### config.mk
export PLATFORM = sky130hd
export DESIGN_NAME = pgtbl_mgr
export DESIGN_NICKNAME = d
export VERILOG_FILES = /design/src/rtl/pgtbl_pkg.sv /design/src/rtl/pgtbl_pte_store.sv /design/src/rtl/pgtbl_frame_lru.sv /design/src/rtl/pgtbl_mgr.sv
export SDC_FILE = /design/constraint.sdc
export NUM_CORES = 1
export LEC_CHECK = 0
export BUFFER_PORTS_ARGS = -buffer_cell sky130_fd_sc_hd__buf_2
export CAP_MARGIN = 25
export CORE_MARGIN = 2
export CORE_UTILIZATION = 55
export DETAILED_ROUTE_END_ITERATION = 7
export GPL_TIMING_DRIVEN = 0
export PLACE_DENSITY = 0.76
export SYNTH_ARGS = -nofsm -noshare
export SYNTH_HDL_FRONTEND = slang
export SYNTH_SLANG_ARGS = --single-unit
### constraint.sdc
create_clock -name clk -period 2.7 [get_ports clk]
set_input_delay 0.135 -clock clk [delete_from_list [all_inputs] [get_ports clk]]
set_output_delay 0.135 -clock clk [all_outputs]
set_load 0.05 [all_outputs]
### src/rtl/pgtbl_pkg.sv
package pgtbl_pkg;

  // Kind of answer registered for a lookup
  typedef enum logic [1:0] {
    RSP_IDLE  = 2'd0,
    RSP_HIT   = 2'd1,
    RSP_FILL  = 2'd2,
    RSP_EVICT = 2'd3
  } rsp_kind_e;

endpackage

### src/rtl/pgtbl_pte_store.sv
module pgtbl_pte_store #(
  parameter int NUM_VPN = 8,
  parameter int PPN_W   = 3,
  localparam int VPN_W  = $clog2(NUM_VPN)
) (
  input  logic             clk,
  input  logic             rst_n,
  input  logic [VPN_W-1:0] rd_a_vpn,
  output logic             rd_a_valid,
  output logic             rd_a_dirty,
  output logic [PPN_W-1:0] rd_a_ppn,
  input  logic [VPN_W-1:0] rd_b_vpn,
  output logic             rd_b_valid,
  output logic [PPN_W-1:0] rd_b_ppn,
  input  logic [VPN_W-1:0] rd_c_vpn,
  output logic             rd_c_dirty,
  input  logic             map_en,
  input  logic [VPN_W-1:0] map_vpn,
  input  logic [PPN_W-1:0] map_ppn,
  input  logic             map_dirty,
  input  logic             clr_en,
  input  logic [VPN_W-1:0] clr_vpn,
  input  logic             dset_en,
  input  logic [VPN_W-1:0] dset_vpn
);

  logic [NUM_VPN-1:0]            valid_q, valid_d;
  logic [NUM_VPN-1:0]            dirty_q, dirty_d;
  logic [NUM_VPN-1:0][PPN_W-1:0] ppn_q, ppn_d;
  logic                          upd_en;

  assign rd_a_valid = valid_q[rd_a_vpn];
  assign rd_a_dirty = dirty_q[rd_a_vpn];
  assign rd_a_ppn   = ppn_q[rd_a_vpn];
  assign rd_b_valid = valid_q[rd_b_vpn];
  assign rd_b_ppn   = ppn_q[rd_b_vpn];
  assign rd_c_dirty = dirty_q[rd_c_vpn];

  assign upd_en = map_en | clr_en | dset_en;

  // Per entry: dirty mark, then wipe, then new mapping (last wins)
  always_comb begin
    valid_d = valid_q;
    dirty_d = dirty_q;
    ppn_d   = ppn_q;
    for (int e = 0; e < NUM_VPN; e++) begin
      if (dset_en && (dset_vpn == VPN_W'(e)) && valid_q[e]) begin
        dirty_d[e] = 1'b1;
      end
      if (clr_en && (clr_vpn == VPN_W'(e))) begin
        valid_d[e] = 1'b0;
        dirty_d[e] = 1'b0;
        ppn_d[e]   = '0;
      end
      if (map_en && (map_vpn == VPN_W'(e))) begin
        valid_d[e] = 1'b1;
        dirty_d[e] = map_dirty;
        ppn_d[e]   = map_ppn;
      end
    end
  end

  always_ff @(posedge clk or negedge rst_n) begin
    if (!rst_n) begin
      valid_q <= '0;
      dirty_q <= '0;
      ppn_q   <= '0;
    end else if (upd_en) begin
      valid_q <= valid_d;
      dirty_q <= dirty_d;
      ppn_q   <= ppn_d;
    end
  end

endmodule

### src/rtl/pgtbl_frame_lru.sv
module pgtbl_frame_lru #(
  parameter int NUM_FRAMES = 4,
  parameter int VPN_W      = 3,
  localparam int FIDX_W    = (NUM_FRAMES > 1) ? $clog2(NUM_FRAMES) : 1,
  localparam int CNT_W     = $clog2(NUM_FRAMES + 1)
) (
  input  logic              clk,
  input  logic              rst_n,
  input  logic              touch_en,
  input  logic [FIDX_W-1:0] touch_idx,
  input  logic              alloc_en,
  input  logic [VPN_W-1:0]  alloc_vpn,
  output logic [FIDX_W-1:0] pick_idx,
  output logic              pick_evict,
  output logic [VPN_W-1:0]  pick_vpn
);

  localparam logic [FIDX_W-1:0] AGE_MAX = FIDX_W'(NUM_FRAMES - 1);

  logic [NUM_FRAMES-1:0][FIDX_W-1:0] age_q, age_d;
  logic [NUM_FRAMES-1:0][VPN_W-1:0]  owner_q, owner_d;
  logic [CNT_W-1:0]                  fill_q, fill_d;
  logic                              full;
  logic [FIDX_W-1:0]                 oldest_idx;
  logic                              use_en;
  logic [FIDX_W-1:0]                 use_idx;
  logic [FIDX_W-1:0]                 use_age;

  assign full = (fill_q == CNT_W'(NUM_FRAMES));

  // The frame holding the largest age is the least recently used one
  always_comb begin
    oldest_idx = '0;
    for (int f = 0; f < NUM_FRAMES; f++) begin
      if (age_q[f] == AGE_MAX) oldest_idx = FIDX_W'(f);
    end
  end

  assign pick_idx   = full ? oldest_idx : fill_q[FIDX_W-1:0];
  assign pick_evict = full;
  assign pick_vpn   = owner_q[pick_idx];

  assign use_en  = alloc_en | touch_en;
  assign use_idx = alloc_en ? pick_idx : touch_idx;
  assign use_age = age_q[use_idx];

  always_comb begin
    age_d   = age_q;
    owner_d = owner_q;
    fill_d  = fill_q;
    for (int f = 0; f < NUM_FRAMES; f++) begin
      if (FIDX_W'(f) == use_idx) begin
        age_d[f] = '0;
      end else if (age_q[f] < use_age) begin
        age_d[f] = age_q[f] + 1'b1;
      end
    end
    if (alloc_en) begin
      owner_d[pick_idx] = alloc_vpn;
      if (!full) fill_d = fill_q + 1'b1;
    end
  end

  always_ff @(posedge clk or negedge rst_n) begin
    if (!rst_n) begin
      for (int f = 0; f < NUM_FRAMES; f++) begin
        age_q[f]   <= AGE_MAX;
        owner_q[f] <= '0;
      end
      fill_q <= '0;
    end else if (use_en) begin
      age_q   <= age_d;
      owner_q <= owner_d;
      fill_q  <= fill_d;
    end
  end

endmodule

### src/rtl/pgtbl_mgr.sv
module pgtbl_mgr #(
  parameter int NUM_VPN    = 8,
  parameter int NUM_FRAMES = 4,
  parameter int FRAME_BASE = 2,
  parameter int PPN_W      = 3,
  localparam int VPN_W     = $clog2(NUM_VPN),
  localparam int FIDX_W    = (NUM_FRAMES > 1) ? $clog2(NUM_FRAMES) : 1
) (
  input  logic             clk,
  input  logic             rst_n,
  input  logic             req_valid,
  input  logic [VPN_W-1:0] req_vpn,
  input  logic             req_write,
  input  logic             touch_valid,
  input  logic [VPN_W-1:0] touch_vpn,
  input  logic             dirty_valid,
  input  logic [VPN_W-1:0] dirty_vpn,
  output logic             rsp_valid,
  output logic             rsp_fault,
  output logic [PPN_W-1:0] rsp_ppn,
  output logic             rsp_dirty,
  output logic             evict_valid,
  output logic [VPN_W-1:0] evict_vpn,
  output logic             evict_dirty
);
  import pgtbl_pkg::*;

  // Arbitration: lookup first, then dirty mark, then touch
  logic act_dirty, act_touch;
  assign act_dirty = dirty_valid & ~req_valid;
  assign act_touch = touch_valid & ~req_valid & ~dirty_valid;

  logic             a_valid, a_dirty, b_valid, c_dirty;
  logic [PPN_W-1:0] a_ppn, b_ppn;
  logic [FIDX_W-1:0] pick_idx;
  logic             pick_evict;
  logic [VPN_W-1:0] pick_vpn;

  logic hit, miss;
  assign hit  = req_valid &  a_valid;
  assign miss = req_valid & ~a_valid;

  logic [PPN_W-1:0] a_off, b_off, fill_ppn;
  assign a_off    = a_ppn - PPN_W'(FRAME_BASE);
  assign b_off    = b_ppn - PPN_W'(FRAME_BASE);
  assign fill_ppn = PPN_W'(FRAME_BASE) + PPN_W'(pick_idx);

  logic              lru_touch;
  logic [FIDX_W-1:0] lru_idx;
  assign lru_touch = hit | (act_touch & b_valid);
  assign lru_idx   = hit ? a_off[FIDX_W-1:0] : b_off[FIDX_W-1:0];

  pgtbl_pte_store #(
    .NUM_VPN (NUM_VPN),
    .PPN_W   (PPN_W)
  ) u_pte (
    .clk        (clk),
    .rst_n      (rst_n),
    .rd_a_vpn   (req_vpn),
    .rd_a_valid (a_valid),
    .rd_a_dirty (a_dirty),
    .rd_a_ppn   (a_ppn),
    .rd_b_vpn   (touch_vpn),
    .rd_b_valid (b_valid),
    .rd_b_ppn   (b_ppn),
    .rd_c_vpn   (pick_vpn),
    .rd_c_dirty (c_dirty),
    .map_en     (miss),
    .map_vpn    (req_vpn),
    .map_ppn    (fill_ppn),
    .map_dirty  (req_write),
    .clr_en     (miss & pick_evict),
    .clr_vpn    (pick_vpn),
    .dset_en    (act_dirty),
    .dset_vpn   (dirty_vpn)
  );

  pgtbl_frame_lru #(
    .NUM_FRAMES (NUM_FRAMES),
    .VPN_W      (VPN_W)
  ) u_lru (
    .clk        (clk),
    .rst_n      (rst_n),
    .touch_en   (lru_touch),
    .touch_idx  (lru_idx),
    .alloc_en   (miss),
    .alloc_vpn  (req_vpn),
    .pick_idx   (pick_idx),
    .pick_evict (pick_evict),
    .pick_vpn   (pick_vpn)
  );

  // Response next state
  rsp_kind_e        kind_q, kind_d;
  logic [PPN_W-1:0] ppn_q, ppn_d;
  logic             dirty_q, dirty_d;
  logic [VPN_W-1:0] vict_q, vict_d;
  logic             vdirty_q, vdirty_d;

  always_comb begin
    kind_d   = RSP_IDLE;
    ppn_d    = ppn_q;
    dirty_d  = dirty_q;
    vict_d   = vict_q;
    vdirty_d = vdirty_q;
    if (hit) begin
      kind_d   = RSP_HIT;
      ppn_d    = a_ppn;
      dirty_d  = a_dirty;
      vict_d   = '0;
      vdirty_d = 1'b0;
    end else if (miss) begin
      kind_d   = pick_evict ? RSP_EVICT : RSP_FILL;
      ppn_d    = fill_ppn;
      dirty_d  = req_write;
      vict_d   = pick_evict ? pick_vpn : '0;
      vdirty_d = pick_evict & c_dirty;
    end
  end

  always_ff @(posedge clk or negedge rst_n) begin
    if (!rst_n) begin
      kind_q <= RSP_IDLE;
    end else begin
      kind_q <= kind_d;
    end
  end

  always_ff @(posedge clk or negedge rst_n) begin
    if (!rst_n) begin
      ppn_q    <= '0;
      dirty_q  <= 1'b0;
      vict_q   <= '0;
      vdirty_q <= 1'b0;
    end else if (req_valid) begin
      ppn_q    <= ppn_d;
      dirty_q  <= dirty_d;
      vict_q   <= vict_d;
      vdirty_q <= vdirty_d;
    end
  end

  assign rsp_valid   = (kind_q != RSP_IDLE);
  assign rsp_fault   = (kind_q == RSP_FILL) | (kind_q == RSP_EVICT);
  assign evict_valid = (kind_q == RSP_EVICT);
  assign rsp_ppn     = ppn_q;
  assign rsp_dirty   = dirty_q;
  assign evict_vpn   = vict_q;
  assign evict_dirty = vdirty_q;

endmodule

Word level (Yosys, flattened, before mapping). Index checks and enable logic that the tools add are counted.

Add/subtract/negate cells: 8. Multipliers: 0. Divide/modulo/power cells: 0. Order comparisons: 10. Equal/unequal tests: 30. Shift-type cells: 0. Mux-type cells: 101. Bitwise operators: 17. Reduce and logical (&&, ||, !) cells: 82.

Operator list (number): 2-to-1 mux 3 bit (24); 2-to-1 mux 1 bit (50); AND reduction 2 bit (22); == test 3 bit, second input constant (13); 2-to-1 mux 2 bit (17); logical AND 1 bit (33); nonzero test 2 bit (14); nonzero test 3 bit (8); binary-select mux 3 bit (select 3 bit) (2); == test 3 x 2 -> 1 bit, second input constant (6); binary-select mux 1 bit (select 3 bit) (4); bitwise mux 12 bit (1); less-than comparator 3 x 4 -> 1 bit, second input constant (3); == test 2 bit, second input constant (5); == test 3 x 1 -> 1 bit, second input constant (3); zero test 3 bit (3); adder 2 x 1 -> 2 bit, second input constant (4); bitwise AND 1 bit (8); less-than comparator 2 bit (4); binary-select mux 3 bit (select 2 bit) (1); demux 3 bit (select 2 bit) (1); less-than comparator 2 x 3 -> 1 bit, second input constant (2); bitwise OR 1 bit (5); binary-select mux 2 bit (select 2 bit) (1); other kinds (9) (14).

Bits in registers: 73. Bits in latches: 0. RAM bits: 0. Bits in read-only memories: 0. Input bits: 15. Output and inout bits: 11. Logic and storage cells: 286. Memories kept: 0.

Longest topological paths before layout. Gate-level depths: netlist (run 1).

Depth after elaboration: 12. Depth in mapped cells: 13. Gate-level depth less buffers: 11.

Hierarchy. From an unflattened synthesis (run 1), not the netlist that was laid out.

Cells, all modules: 376. Area total of the unflattened synthesis: 4401.7 um^2.

By module, submodules not included: pgtbl_pte_store (times used 1, cells each 162, area an instance 2285.9 um^2, seq. area each 1001.0 um^2); pgtbl_frame_lru (times used 1, cells each 165, area an instance 1624.1 um^2, seq. area each 585.6 um^2); pgtbl_mgr (times used 1, cells each 49, area an instance 491.7 um^2, seq. area each 250.2 um^2).

Worst setup path after synthesis (run 1). No wires, ideal clock.

Path kind: reg2reg. From: reg u_lru.age_q[4] in the netlist's numbering. To: reg u_pte.dirty_q[3]. Library setup time: 0.150 ns. Arrival time: 2.526 ns. Required time: 2.550 ns. Setup slack: 0.024 ns. Cell stages (with the launch flop): 9. Path buffers: 1. Period minus slack after synthesis: 2.676 ns. Path through: dfstp_2 ha_1 inv_1 a21oi_1 o21a_1 clkbuf_1 mux4_2 o31ai_1 o22ai_1.

Word-level cells in the longest chain between the ends: 10. Elaborated cells on any way between the ends: 12. Those cells by class: eq/ne (2); mux (7); reduce/logical (3).

Ends and longest elaborated chain: start: declaration (RTL line pgtbl_frame_lru.sv:20) `logic [NUM_FRAMES-1:0][FIDX_W-1:0] age_q, age_d;`; start signal: assignment (RTL line pgtbl_frame_lru.sv:72) `age_q <= age_d;`; == test 2 bit (*) (RTL line pgtbl_frame_lru.sv:35) `if (age_q[f] == AGE_MAX) oldest_idx = FIDX_W'(f);`; 2-to-1 mux 2 bit (*) (2 in series) (RTL line pgtbl_frame_lru.sv:35); 2-to-1 mux 2 bit (*) (RTL line pgtbl_frame_lru.sv:39) `assign pick_idx = full ? oldest_idx : fill_q[FIDX_W-1:0];`; binary-select mux 3 bit (select 2 bit) (*) (RTL line pgtbl_frame_lru.sv:41) `assign pick_vpn = owner_q[pick_idx];`; 2-to-1 mux 3 bit (implied by the code) (*) (RTL line pgtbl_frame_lru.sv:41); == test 3 x 2 -> 1 bit (*) (RTL line pgtbl_pte_store.sv:50) `if (clr_en && (clr_vpn == VPN_W'(e))) begin`; logical AND 1 bit (*) (RTL line pgtbl_pte_store.sv:50); nonzero test 3 bit (no line) / 2-to-1 mux 1 bit (equally long branches); AND reduction 2 bit (no line) / 2-to-1 mux 1 bit (equally long branches); end signal: assignment (RTL line pgtbl_pte_store.sv:70) `dirty_q <= dirty_d;`; end: declaration (RTL line pgtbl_pte_store.sv:28) `logic [NUM_VPN-1:0] dirty_q, dirty_d;`.

Mark *: on every way between the ends. The rest lies on a longest branch, timed or not. The select of a mux whose other input is x is not followed. A chain may end at the register's enable or synchronous reset.

Worst setup path in the final report (run 1).
From: reg u_lru.age_q[7] in the netlist's numbering. To: reg u_lru.age_q[4] in the netlist's numbering.

Word-level cells in the longest chain between the ends: 9. Elaborated cells on any way between the ends: 11. Those cells by class: order compare (1); eq/ne (2); mux (6); reduce/logical (2).

Ends and longest elaborated chain: == test 2 bit (RTL line pgtbl_frame_lru.sv:35); 2-to-1 mux 2 bit (RTL line pgtbl_frame_lru.sv:35); 2-to-1 mux 2 bit (RTL line pgtbl_frame_lru.sv:39); 2-to-1 mux 2 bit (RTL line pgtbl_frame_lru.sv:44) `assign use_idx = alloc_en ? pick_idx : touch_idx;`; binary-select mux 2 bit (select 2 bit) (RTL line pgtbl_frame_lru.sv:45) `assign use_age = age_q[use_idx];`; 2-to-1 mux 2 bit (implied by the code) (RTL line pgtbl_frame_lru.sv:45); less-than comparator 2 bit (RTL line pgtbl_frame_lru.sv:54) `end else if (age_q[f] < use_age) begin`; nonzero test 2 bit (no line); AND reduction 2 bit (no line).

Several ways; a longest one is shown, not always the timed one. The select of a mux whose other input is x is not followed.

==> impl_results.md, run 1 <==
- Finish-stage setup viols: 0
- DR pass1 iterations: 7
- Die area: 8380 um^2
- RSZ-0062 raised after global routing: true
- Synth unique cells: 69
- Critical Path End Type: flop
- Placed Instance Area: 4450 um^2
- Most frequent cells in the layout: dfrtp_1 (65), buf_4 (34), buf_2 (25)
- Initial Util: 0.575
- Maximum vdd drop: 0.000490 V
- First-pass GRT wire length: 17800 um
- Initial DRC count: 423
- Cts bufs inserted: 9
- Vias per cell: 6.70
- DIE HEIGHT: 91.6 um
- CTS tree: done
- Clk buf depth: 2
- Total length of routed wires: 11700 um
- Root Driver: clkbuf_8
- Clk_skew: 0.0107 ns
- Share of layout cells above drive strength 1: 0.407
- Max-cap violations: 0
- Reg-to-Reg End: u_lru.age_q[4]
- Crit-path cells: ha_4, nor2_1, mux2i_4, nand2_1, a21o_1, and3_1, buf_6, mux2i_4, nand2_2, a222oi_1
- Worst path slowest cell: dfstp_2
- Largest net degree at the start of global routing: 74
- WHS Path Cells: 3
- R2r setup slk: 0.04 ns
- Synth Area in Simple Gates: 0.106
- Async set-reset flop share out of synthesis: 1.00
- Slew Viols, Final: 0
- FILL cells: 505
- Area occupied by multi-input gates: 2430 um^2
- GPL Wtd Cong: 0.908
- Relative slew slack: 0.283
- Number of flops mapped to enable cells by yosys: 0
- Synth Area in Adders: 0.0148
- Post-synthesis average cell area: 11.4 um^2
- Most common library cell in the layout ignoring fill and taps: dfrtp_1
- Reg-to-reg startpoint: u_lru.age_q[7]
- Nets: 455
- Post-synth top area cell: dfrtp_1
- Wire per inst: 21.6 um
- Leak: 2.25 nW
- Critical Path RT: 2.95 ns
- Fin. Hold Viols: 0
- GRT Util Overall: 0.278
- H-tree levels: 3
- Ant diodes: 0
- Port bufs: 21
- Core area: 7330 um^2
- Yosys warns: 0
- Post-synthesis mux area share: 0.164
- Tot Pwr: 0.00676 W
- Largest family of logic cells by synthesized area: compound AO/OA/AOI/OAI gates
- Most frequent CP cell: mux2i_4
- Hold Crit Class: in -> reg
- Syn_nets: 391
- Vias in the first global route: 3359
- DRC: 0
- Register area share after synthesis: 0.436
- Insertion delay to the later sink of the worst-skew pair: 0.36 ns
- Post-route insts no fill: 539
- Critical path startpoint category: flop
- Initial antenna violation count: 0
- Mapped Area: 4220 um^2
- Final Cycle Share: 0.987
- Synthesized-area fraction occupied by xor and xnor cells: 0.00208
- Width of the die: 91.6 um
- FF+latch count, synth: 73
- Worst Tran Pin Value: 1.07 ns
- Area grow syn2layout: 22.2%
- FP Rows: 31
- Final instance area: 5150 um^2
- Clock sink total: 73
- Global route total overflow: 0
- Vias post-DR: 3610
- Result of the run: completed
- FF/Latch Area: 1840 um^2
- Post-route ant nets: 0
- CP Class: reg -> reg
- Power Density: 1310 nW/um^2
- Fmax: 375 MHz
- Worst path max stage delay: 0.62 ns
- Dpl ws: -0.639 ns
- Ports: 26
- Share of the synthesized area in the top cell type: 0.386
- Final setup margin: 0.0352 ns
- Synth Area in Compound Gates: 0.226
- Worst Hold Path EP: u_pte.dirty_q[3]
- Fin Setup TNS: 0 ns
- Post-synthesis cell count: 371
- DP Wirelength: 7390 um
- Crit-path max FO: 8
- Reg2reg path depth: 10
- Most used DFF post-synth: dfrtp_1
- Worst Path Arrival: 2.91 ns
- Placed insts: 492
- Worst-path clk slew: 0.08 ns
- Min Tclk post-route: 2.66 ns
- Hold_sp: dirty_vpn[1]
- Area contributors post-synth: dfrtp_1 (39%), mux4_2 (6.9%), dfstp_2 (5.0%)
-- sequential cells by signal, indices dropped and copies added (netlist names) --
signal	cells
u_lru.age_q	8
u_pte.ppn_q	24
u_lru.owner_q	12
rsp_dirty	1
u_pte.valid_q	8
rsp_ppn	3
u_lru.fill_q	3
u_pte.dirty_q	8
kind_q	2
evict_vpn	3
evict_dirty	1
-- routing by layer --
metal  wire, um  part of all wire  up-vias  GRT usage
met3       1180              0.10       48     0.0556
met5          0                 0        -          0
met1       4680              0.40     1744      0.388
met2       5370              0.46      252      0.425
li1           -                 -     1566          -
met4        427             0.037        0      0.120
-- cell families (layout without fill, tap and decap cells) --
| kind of cell | Yosys count | in the layout |
|---|---|---|
| AO/OA/AOI/OAI | 119 | 119 |
| adder cells (fa/ha/maj) | 5 | 5 |
| AND/OR/NAND/NOR | 86 | 86 |
| XOR/XNOR | 1 | 1 |
| buffers and inverters | 44 | 113 |
| flip-flops | 73 | 73 |
| multiplexers | 43 | 43 |
-- area by class of cell --
| class | instances | area share |
|---|---|---|
| clock buffer | 10 | 0.0267 |
| multi-input combinational | 254 | 0.472 |
| timing repair buffer | 55 | 0.0704 |
| tap | 99 | 0.0240 |
| buffer | 19 | 0.0231 |
| clock inverter | 6 | 0.00923 |
| inverter | 23 | 0.0180 |
| sequential | 73 | 0.357 |
-- what timing repair did --
item | CTS | global route
endpoints found under the hold margin | 65 | 0
setup endpoints to repair | 49 | 49
hold buffers | 1 | 0
buffers inserted | 11 | 21
resized for setup | 26 | 30
pin swaps | 5 | 13
-- Yosys cell counts (all sizes together), types with 4 or more instances --
library cell,number
a211oi,4
a21o,8
a21oi,13
a22o,24
a31o,7
a31oi,13
and2,5
and3,5
buf,11
clkbuf,10
dfrtp,65
dfstp,8
ha,5
inv,23
mux2,17
mux2i,9
mux4,17
nand2,27
nand3,9
nand4,4
nor2,17
nor2b,7
nor3,5
o21ai,14
o22ai,8
-- worst max path at each step --
stage                      from          endpoint  slack (ns)  depth (start not counted)
6_report         u_lru.age_q[7]    u_lru.age_q[4]        0.04                         10
5_1_grt         u_lru.fill_q[0]    u_lru.age_q[4]       -0.10                         11
3_5_place_dp     u_lru.age_q[4]    u_pte.ppn_q[9]       -0.64                          8
3_3_place_gp     u_lru.age_q[4]   u_pte.ppn_q[10]       -0.67                          8
4_1_cts        u_pte.valid_q[3]    u_pte.ppn_q[1]       0.002                         10
2_1_floorplan    u_lru.age_q[4]  u_pte.dirty_q[3]        0.02                          8
-- power breakdown --
group          total [W]  internal (W)  leakage [nW]  switching (W)
Sequential       0.00210       0.00165         0.889       0.000449
Clock           0.000807      0.000368        0.0937       0.000439
Combinational    0.00385       0.00178          1.27        0.00207
Total            0.00676       0.00380          2.25        0.00296
-- worst max-delay path, delay by kind of cell, from the launching register on --
family          cells  cell delay (ns)
simple gates        4             0.50
fa+ha+maj           1             0.18
buf+inv             1             0.14
mux                 2             0.51
flops               1             0.62
compound gates      2             0.60
-- metrics by stage --
step	util	hold slack, ns
finish	0.703	0.181
floorplan	-	-0.161
global placement	0.606	0.458
CTS	0.662	0.164
detailed placement	0.607	0.327
global route	0.703	0.212
(Power assumes the default switching activity.)
==> run 2: changes to the inputs <==
--- a/config.mk
+++ b/config.mk
@@ -9,8 +9,8 @@
 export CAP_MARGIN = 25
 export CORE_MARGIN = 2
-export CORE_UTILIZATION = 55
+export CORE_UTILIZATION = 60
 export DETAILED_ROUTE_END_ITERATION = 7
 export GPL_TIMING_DRIVEN = 0
-export PLACE_DENSITY = 0.76
+export PLACE_DENSITY = 0.79
 export SYNTH_ARGS = -nofsm -noshare
 export SYNTH_HDL_FRONTEND = slang
==> constraint.sdc (replaced) <==
create_clock -name clk -period 3.1 [get_ports clk]
set_input_delay 0.155 -clock clk [delete_from_list [all_inputs] [get_ports clk]]
set_output_delay 0.155 -clock clk [all_outputs]
set_load 0.01 [all_outputs]
==> run 2 against run 1 <==
Against the previous run:
- clock power is 6.4% lower
- design area is 7.7% lower
- power is 23% lower
- sequential share of layout area is 3.0 points higher
- worst hold slack better by 0.017 ns
- non-clock buffer count is 29 lower
- first-iteration DRC count is 39% lower
- via count is 7.6% lower
- count of clock-buffer cells in the layout is 2 higher
- critical endpoint is now u_pte.ppn_q[16]
==> impl_results.md, run 2 (synthesized netlist as in run 1, its figures left out) <==
- Flop pwr share: 0.357 (was 0.311)
- Clock Power Share: 0.146 (was 0.119)
- CTS tree: done (unchanged)
- Crit-path max FO: 8 (unchanged)
- Most common library cell in the layout ignoring fill and taps: dfrtp_1 (unchanged)
- Width of the die: 87.8 um (was 91.6 um)
- Hold Crit Class: in -> reg (unchanged)
- Clock sink total: 73 (unchanged)
- Vias in the first global route: 3215 (was 3359)
- GRT Util Overall: 0.295 (was 0.278)
- Total length of routed wires: 10700 um (was 11700 um)
- Internal: 0.00301 W (was 0.00380 W)
- Largest net degree at the start of global routing: 74 (unchanged)
- Clk buf depth: 2 (unchanged)
- Vias per cell: 6.58 (was 6.70)
- Sw Share: 0.418 (was 0.437)
- DR pass1 iterations: 5 (was 7)
- Top reg by flops: u_pte.ppn_q (unchanged)
- RSZ-0062 raised after global routing: false (was true)
- GPL Wtd Cong: 0.907 (was 0.908)
- H-tree levels: 3 (unchanged)
- Crit path from: u_pte.valid_q[3] (was u_lru.age_q[7])
- Power Density: 1090 nW/um^2 (was 1310 nW/um^2)
- DRC: 0 (unchanged)
- Largest regs: u_pte.ppn_q x24, u_lru.owner_q x12 (unchanged)
- Global route total overflow: 0 (unchanged)
- CP Class: reg -> reg (unchanged)
- CP Buf/Inv Count: 1 (unchanged)
- Max reg flops: 24 (unchanged)
- Die area: 7710 um^2 (was 8380 um^2)
- Min Tclk post-route: 2.99 ns (was 2.66 ns)
- Reg-to-Reg End: u_pte.ppn_q[16] (was u_lru.age_q[4])
- Net Sw Power: 0.00217 W (was 0.00296 W)
- Vias post-DR: 3336 (was 3610)
- Core area: 6790 um^2 (was 7330 um^2)
- Maximum vdd drop: 0.000431 V (was 0.000490 V)
- Most frequent cells in the layout: dfrtp_1 (65), buf_2 (27), nand2_1 (24), a22o_1 (24), inv_1 (21) (was dfrtp_1 (65), buf_4 (34), buf_2 (25))
- Worst path slowest cell: nor2b_1 (was dfstp_2)
- Critical Path End: u_pte.ppn_q[16] (was u_lru.age_q[4])
- DP Wirelength: 7420 um (was 7390 um)
- Relative slew slack: 0.326 (was 0.283)
- Placed insts: 490 (was 492)
- Ports: 26 (unchanged)
- Critical Path End Type: flop (unchanged)
- Ant diodes: 0 (unchanged)
- Most frequent CP cell: nand2_2 (was mux2i_4)
- Post-route insts no fill: 507 (was 539)
- Worst Tran Pin Value: 1.00 ns (was 1.07 ns)
- Dpl ws: -0.332 ns (was -0.639 ns)
- Power share of the combinational group: 0.497 (was 0.570)
- Share of layout cells above drive strength 1: 0.299 (was 0.407)
- Crit-path cells: mux2_1, o22ai_1, a22oi_2, nand2_2, nand2_2, inv_2, nand3_1, nor2b_1, a21oi_2, a22o_1 (was ha_4, nor2_1, mux2i_4, nand2_1, a21o_1, and3_1, buf_6, mux2i_4, nand2_2, a222oi_1)
- Worst path max stage delay: 0.49 ns (was 0.62 ns)
- CP delay by family, top: simple AND/OR/NAND/NOR gates (was flip-flops)
- Post-route ant nets: 0 (unchanged)
- Nets: 426 (was 455)
- Reg2reg path depth: 10 (unchanged)
- Worst-path clk slew: 0.08 ns (about the same)
- Cts bufs inserted: 9 (unchanged)
- FP Rows: 30 (was 31)
- Crit path depth: 10 (unchanged)
- Wire per inst: 21.0 um (was 21.6 um)
- Final Cycle Share: 0.963 (was 0.987)
- R2r setup slk: 0.11 ns (was 0.04 ns)
- Area grow syn2layout: 12.7% (was 22.2%)
- Insertion delay to the later sink of the worst-skew pair: 0.35 ns (was 0.36 ns)
- Initial DRC count: 258 (was 423)
- Root Driver: clkbuf_8 (unchanged)
- Result of the run: completed (unchanged)
- Initial antenna violation count: 0 (unchanged)
- Leak: 2.09 nW (was 2.25 nW)
- DIE HEIGHT: 87.8 um (was 91.6 um)
- Fin. Hold Viols: 0 (unchanged)
- Worst Path Arrival: 3.22 ns (was 2.91 ns)
- Fmax: 335 MHz (was 375 MHz)
- Reg-to-reg startpoint: u_pte.valid_q[3] (was u_lru.age_q[7])
- Critical path startpoint category: flop (unchanged)
- First-pass GRT wire length: 17000 um (was 17800 um)
- Final setup margin: 0.114 ns (was 0.0352 ns)
- Port bufs: 21 (unchanged)
- Max-cap violations: 0 (unchanged)
- Finish-stage setup viols: 0 (unchanged)
- Clk_skew: 0.0121 ns (was 0.0107 ns)
- Critical Path RT: 3.34 ns (was 2.95 ns)
- Slew Viols, Final: 0 (unchanged)
- Initial Util: 0.621 (was 0.575)
[run 2: worst min-delay path: cells and delay by family]
family          cells  cell delay (ns)
compound gates      2             0.21
buf+inv             1             0.12
[run 2: worst min-delay path by stage]
stage	startpoint	end	slack [ns]	cells after the start
CTS	dirty_vpn[1]	u_pte.dirty_q[3]	0.17	3
floorplan	rst_n	evict_dirty	-0.14	0
detailed placement	rst_n	evict_vpn[0]	0.34	1
finish	dirty_vpn[1]	u_pte.dirty_q[3]	0.20	3
global route	dirty_vpn[1]	u_pte.dirty_q[7]	0.24	4
global placement	rsp_ppn[1]	rsp_ppn[1]	0.46	1
[run 2: timing repair]
| item | CTS | global route |
|---|---|---|
| setup buffers | 0 | 1 |
| pin swaps | 0 | 3 |
| endpoints found under the setup margin | 25 | 49 |
| gates resized for setup | 7 | 10 |
| endpoints found under the hold margin | 65 | 0 |
| hold buffers | 1 | 0 |
[run 2: final cells by class]
cell class	count	area [um^2]
Sequential cell	73	1840
Multi-Input combinational cell	254	2250
Tap cell	96	120
Inverter	23	90.1
Timing Repair Buffer	25	135
Clock inverter	4	52.6
Fill cell	493	2040
Buffer	20	124
Clock buffer	12	145
[run 2: stage by stage]
stage | setup TNS, ns | hold slack, ns | util | area (um^2) | total power, W
final | 0 | 0.197 | 0.700 | 4750 | 0.00518
after global placement | -2.38 | 0.459 | 0.654 | 4440 | 0.00412
after floorplan | 0 | -0.141 | - | 4220 | 0.00359
after detailed placement | -3.66 | 0.340 | 0.656 | 4450 | 0.00423
after CTS | -0.0864 | 0.172 | 0.691 | 4700 | 0.00503
after global routing | 0 | 0.239 | 0.700 | 4750 | 0.00549
[run 2: layer usage]
metal | vias up | global-route usage | wire [um]
li1 | 1505 | - | -
met1 | 1627 | 0.431 | 4630
met2 | 171 | 0.446 | 4920
met3 | 33 | 0.0415 | 767
met4 | 0 | 0.124 | 351
met5 | - | 0 | 0
[run 2: power groups by stage]
stage	logic [W]	clock network [W]	registers [W]
detailed placement	0.00238	0	0.00184
global route	0.00279	0.000801	0.00190
CTS	0.00244	0.000766	0.00183
floorplan	0.00187	0	0.00172
finish	0.00257	0.000755	0.00185
global placement	0.00231	0	0.00181
==> run 3: changes to the inputs <==
SYNTH_HIERARCHICAL = 1   (was unset)
==> run 3 against run 2 <==
Against the previous run:
- the run now ends with setup timing left
- register-to-register slack worse by 0.19 ns
- clock skew is 0.0028 ns higher
- area after synthesis is 3.1% higher
- critical path depth stayed put
- critical endpoint is now u_lru/age_q[3]
==> impl_results.md, run 3 <==
- Clock sink total: 73 (unchanged)
- FF/Latch Area: 1840 um^2 (unchanged)
- Leak: 2.26 nW (was 2.09 nW)
- Power Density: 1140 nW/um^2 (was 1090 nW/um^2)
- Area grow syn2layout: 19.4% (was 12.7%)
- WHS Path Cells: 3 (unchanged)
- RSZ-0062 raised after global routing: true (was false)
- Fin. Hold Viols: 0 (unchanged)
- Worst Path Arrival: 3.46 ns (was 3.22 ns)
- R2r setup slk: -0.08 ns (was 0.11 ns)
- Core area: 7140 um^2 (was 6790 um^2)
- Critical Path RT: 3.39 ns (was 3.34 ns)
- Most frequent cells in the layout: dfrtp_1 (65), buf_4 (33), a22o_1 (33) (was dfrtp_1 (65), buf_2 (27), nand2_1 (24), a22o_1 (24), inv_1 (21))
- Syn_nets: 393 (was 391)
- Total length of routed wires: 11000 um (was 10700 um)
- Flop pwr share: 0.304 (was 0.357)
- Post-synthesis average cell area: 11.6 um^2 (was 11.4 um^2)
- Maximum vdd drop: 0.000519 V (was 0.000431 V)
- Port bufs: 23 (was 21)
- Wire per inst: 20.4 um (was 21.0 um)
- Largest net degree at the start of global routing: 74 (unchanged)
- Internal: 0.00349 W (was 0.00301 W)
- WL met2: 5260 um (was 4920 um)
- Die area: 7940 um^2 (was 7710 um^2)
- Top reg by flops: u_pte/ppn_q (was u_pte.ppn_q)
- Nets: 456 (was 426)
- Reg-to-Reg End: u_lru/age_q[3] (was u_pte.ppn_q[16])
- Global route total overflow: 0 (unchanged)
- Post-route ant nets: 0 (unchanged)
- Top Metal Used: met4 (unchanged)
- Hold_sp: req_write (was dirty_vpn[1])
- Root Driver: clkbuf_8 (unchanged)
- Yosys warns: 6 (was 0)
- Crit-path max FO: 6 (was 8)
- GPL Wtd Cong: 0.934 (was 0.907)
- Max reg flops: 24 (unchanged)
- Clk_skew: 0.0149 ns (was 0.0121 ns)
- Worst Tran Pin Value: 0.911 ns (was 1.00 ns)
- Area occupied by multi-input gates: 2500 um^2 (was 2250 um^2)
- Power share of the combinational group: 0.569 (was 0.497)
- Fin Setup TNS: -0.301 ns (was 0 ns)
- Hold Crit Class: in -> reg (unchanged)
- Largest regs: u_pte/ppn_q x24, u_lru/owner_q x12 (was u_pte.ppn_q x24, u_lru.owner_q x12)
- Metal3 WL: 798 um (was 767 um)
- Finish-stage setup viols: 6 (was 0)
- Tot Pwr: 0.00591 W (was 0.00518 W)
- Worst-path clk slew: 0.09 ns (was 0.08 ns)
- Cts bufs inserted: 9 (unchanged)
- First-pass GRT wire length: 17000 um (about the same)
- FILL cells: 504 (was 493)
- Fmax: 315 MHz (was 335 MHz)
- Slew Viols, Final: 0 (unchanged)
- DR pass1 iterations: 5 (unchanged)
- Critical Path End Type: flop (unchanged)
- Max-cap violations: 0 (unchanged)
- Reg2reg path depth: 10 (unchanged)
- Ant diodes: 0 (unchanged)
- Reg-to-reg startpoint: u_pte/valid_q[6] (was u_pte.valid_q[3])
- Critical path startpoint category: flop (unchanged)
- Worst path slowest cell: mux4_2 (was nor2b_1)
- Final setup margin: -0.0758 ns (was 0.114 ns)
- Insertion delay to the later sink of the worst-skew pair: 0.36 ns (was 0.35 ns)
- DP Wirelength: 6890 um (was 7420 um)
- Clk buf depth: 2 (unchanged)
- DIE HEIGHT: 89.1 um (was 87.8 um)
- Net Sw Power: 0.00241 W (was 0.00217 W)
- CTS tree: done (unchanged)
- Crit-path cells: mux4_2, mux2_4, nor2_4, buf_6, nor2b_4, a311oi_4, mux4_2, nor3b_2, mux2_4, nor3b_2 (was mux2_1, o22ai_1, a22oi_2, nand2_2, nand2_2, inv_2, nand3_1, nor2b_1, a21oi_2, a22o_1)
- Routed met1 length: 4540 um (was 4630 um)
- GRT Util Overall: 0.287 (was 0.295)
- Ports: 26 (unchanged)
- Worst path max stage delay: 0.63 ns (was 0.49 ns)
- CP Class: reg -> reg (unchanged)
- Vias post-DR: 3561 (was 3336)
- DRC: 0 (unchanged)
- Result of the run: finished with violations (was completed)
- Width of the die: 89.1 um (was 87.8 um)
- Mapped Area: 4350 um^2 (was 4220 um^2)
- Worst Hold Path EP: rsp_dirty (was u_pte.dirty_q[3])
- Dpl ws: -0.815 ns (was -0.332 ns)
- Min Tclk post-route: 3.18 ns (was 2.99 ns)
- Clock Power Share: 0.127 (was 0.146)
- Vias in the first global route: 3412 (was 3215)
- Violated checks: setup timing
- Initial antenna violation count: 0 (unchanged)
- H-tree levels: 3 (unchanged)
- Final Cycle Share: 1.02 (was 0.963)
- Most common library cell in the layout ignoring fill and taps: dfrtp_1 (unchanged)
- Sw Share: 0.408 (was 0.418)
- Vias per cell: 6.59 (was 6.58)
- FP Rows: 31 (was 30)
- Initial Util: 0.609 (was 0.621)
- Post-synthesis cell count: 373 (was 371)
- Initial DRC count: 380 (was 258)
- Relative slew slack: 0.393 (was 0.326)
- Share of layout cells above drive strength 1: 0.392 (was 0.299)
[run 3: layer usage]
metal,track usage,up-vias
li1,-,1574
met1,0.379,1776
met2,0.456,172
met3,0.0508,39
met4,0.147,0
met5,0,-
[run 3: power groups by stage]
stage	combinational, W	clock, W	sequential [W]
global route	0.00358	0.000807	0.00184
global placement	0.00258	0	0.00177
CTS	0.00296	0.000768	0.00178
detailed placement	0.00263	0	0.00180
finish	0.00336	0.000752	0.00179
floorplan	0.00208	0	0.00171
[run 3: worst max path at each step]
stage / from / end / slack, ns / cells after the start
floorplan: u_pte/valid_q[6] / u_lru/age_q[3] / -0.1 / 11
global placement: req_vpn[2] / u_lru/age_q[3] / -0.75 / 13
detailed placement: req_vpn[2] / u_lru/age_q[3] / -0.81 / 13
CTS: u_pte/valid_q[6] / u_lru/age_q[3] / -0.02 / 10
global route: u_pte/valid_q[6] / u_lru/age_q[3] / -0.17 / 10
finish: u_pte/valid_q[6] / u_lru/age_q[3] / -0.08 / 10
[run 3: critical path, delay by kind of cell (launching register included)]
family          cells  cell delay (ns)
mux                 4             1.70
compound gates      1             0.33
buf+inv             1             0.14
flops               1             0.41
simple gates        4             0.52
[run 3: what timing repair did]
action | in CTS | in global routing
endpoints found under the hold margin | 65 | 0
gates cloned | 0 | 1
pin swaps | 6 | 9
endpoints found under the setup margin | 47 | 20
gates resized for setup | 15 | 18
buffers inserted | 19 | 11
hold buffers | 1 | 0
[run 3: final cells by class]
type | instances | share of cell area
multi-input combinational | 265 | 0.482
sequential | 73 | 0.354
timing repair buffer | 54 | 0.0694
clock buffer | 10 | 0.0246
buffer | 21 | 0.0241
tap | 99 | 0.0239
clock inverter | 6 | 0.0130
inverter | 12 | 0.00940
[run 3: per-stage QoR]
stage | area, um^2 | utilization | hold slack [ns] | std cells
after floorplan | 4390 | - | -0.141 | 373
after global placement | 4630 | 0.648 | 0.470 | 495
after detailed placement | 4630 | 0.649 | 0.345 | 495
after CTS | 5030 | 0.705 | 0.117 | 529
after global routing | 5190 | 0.727 | 0.155 | 540
final | 5190 | 0.727 | 0.138 | 540
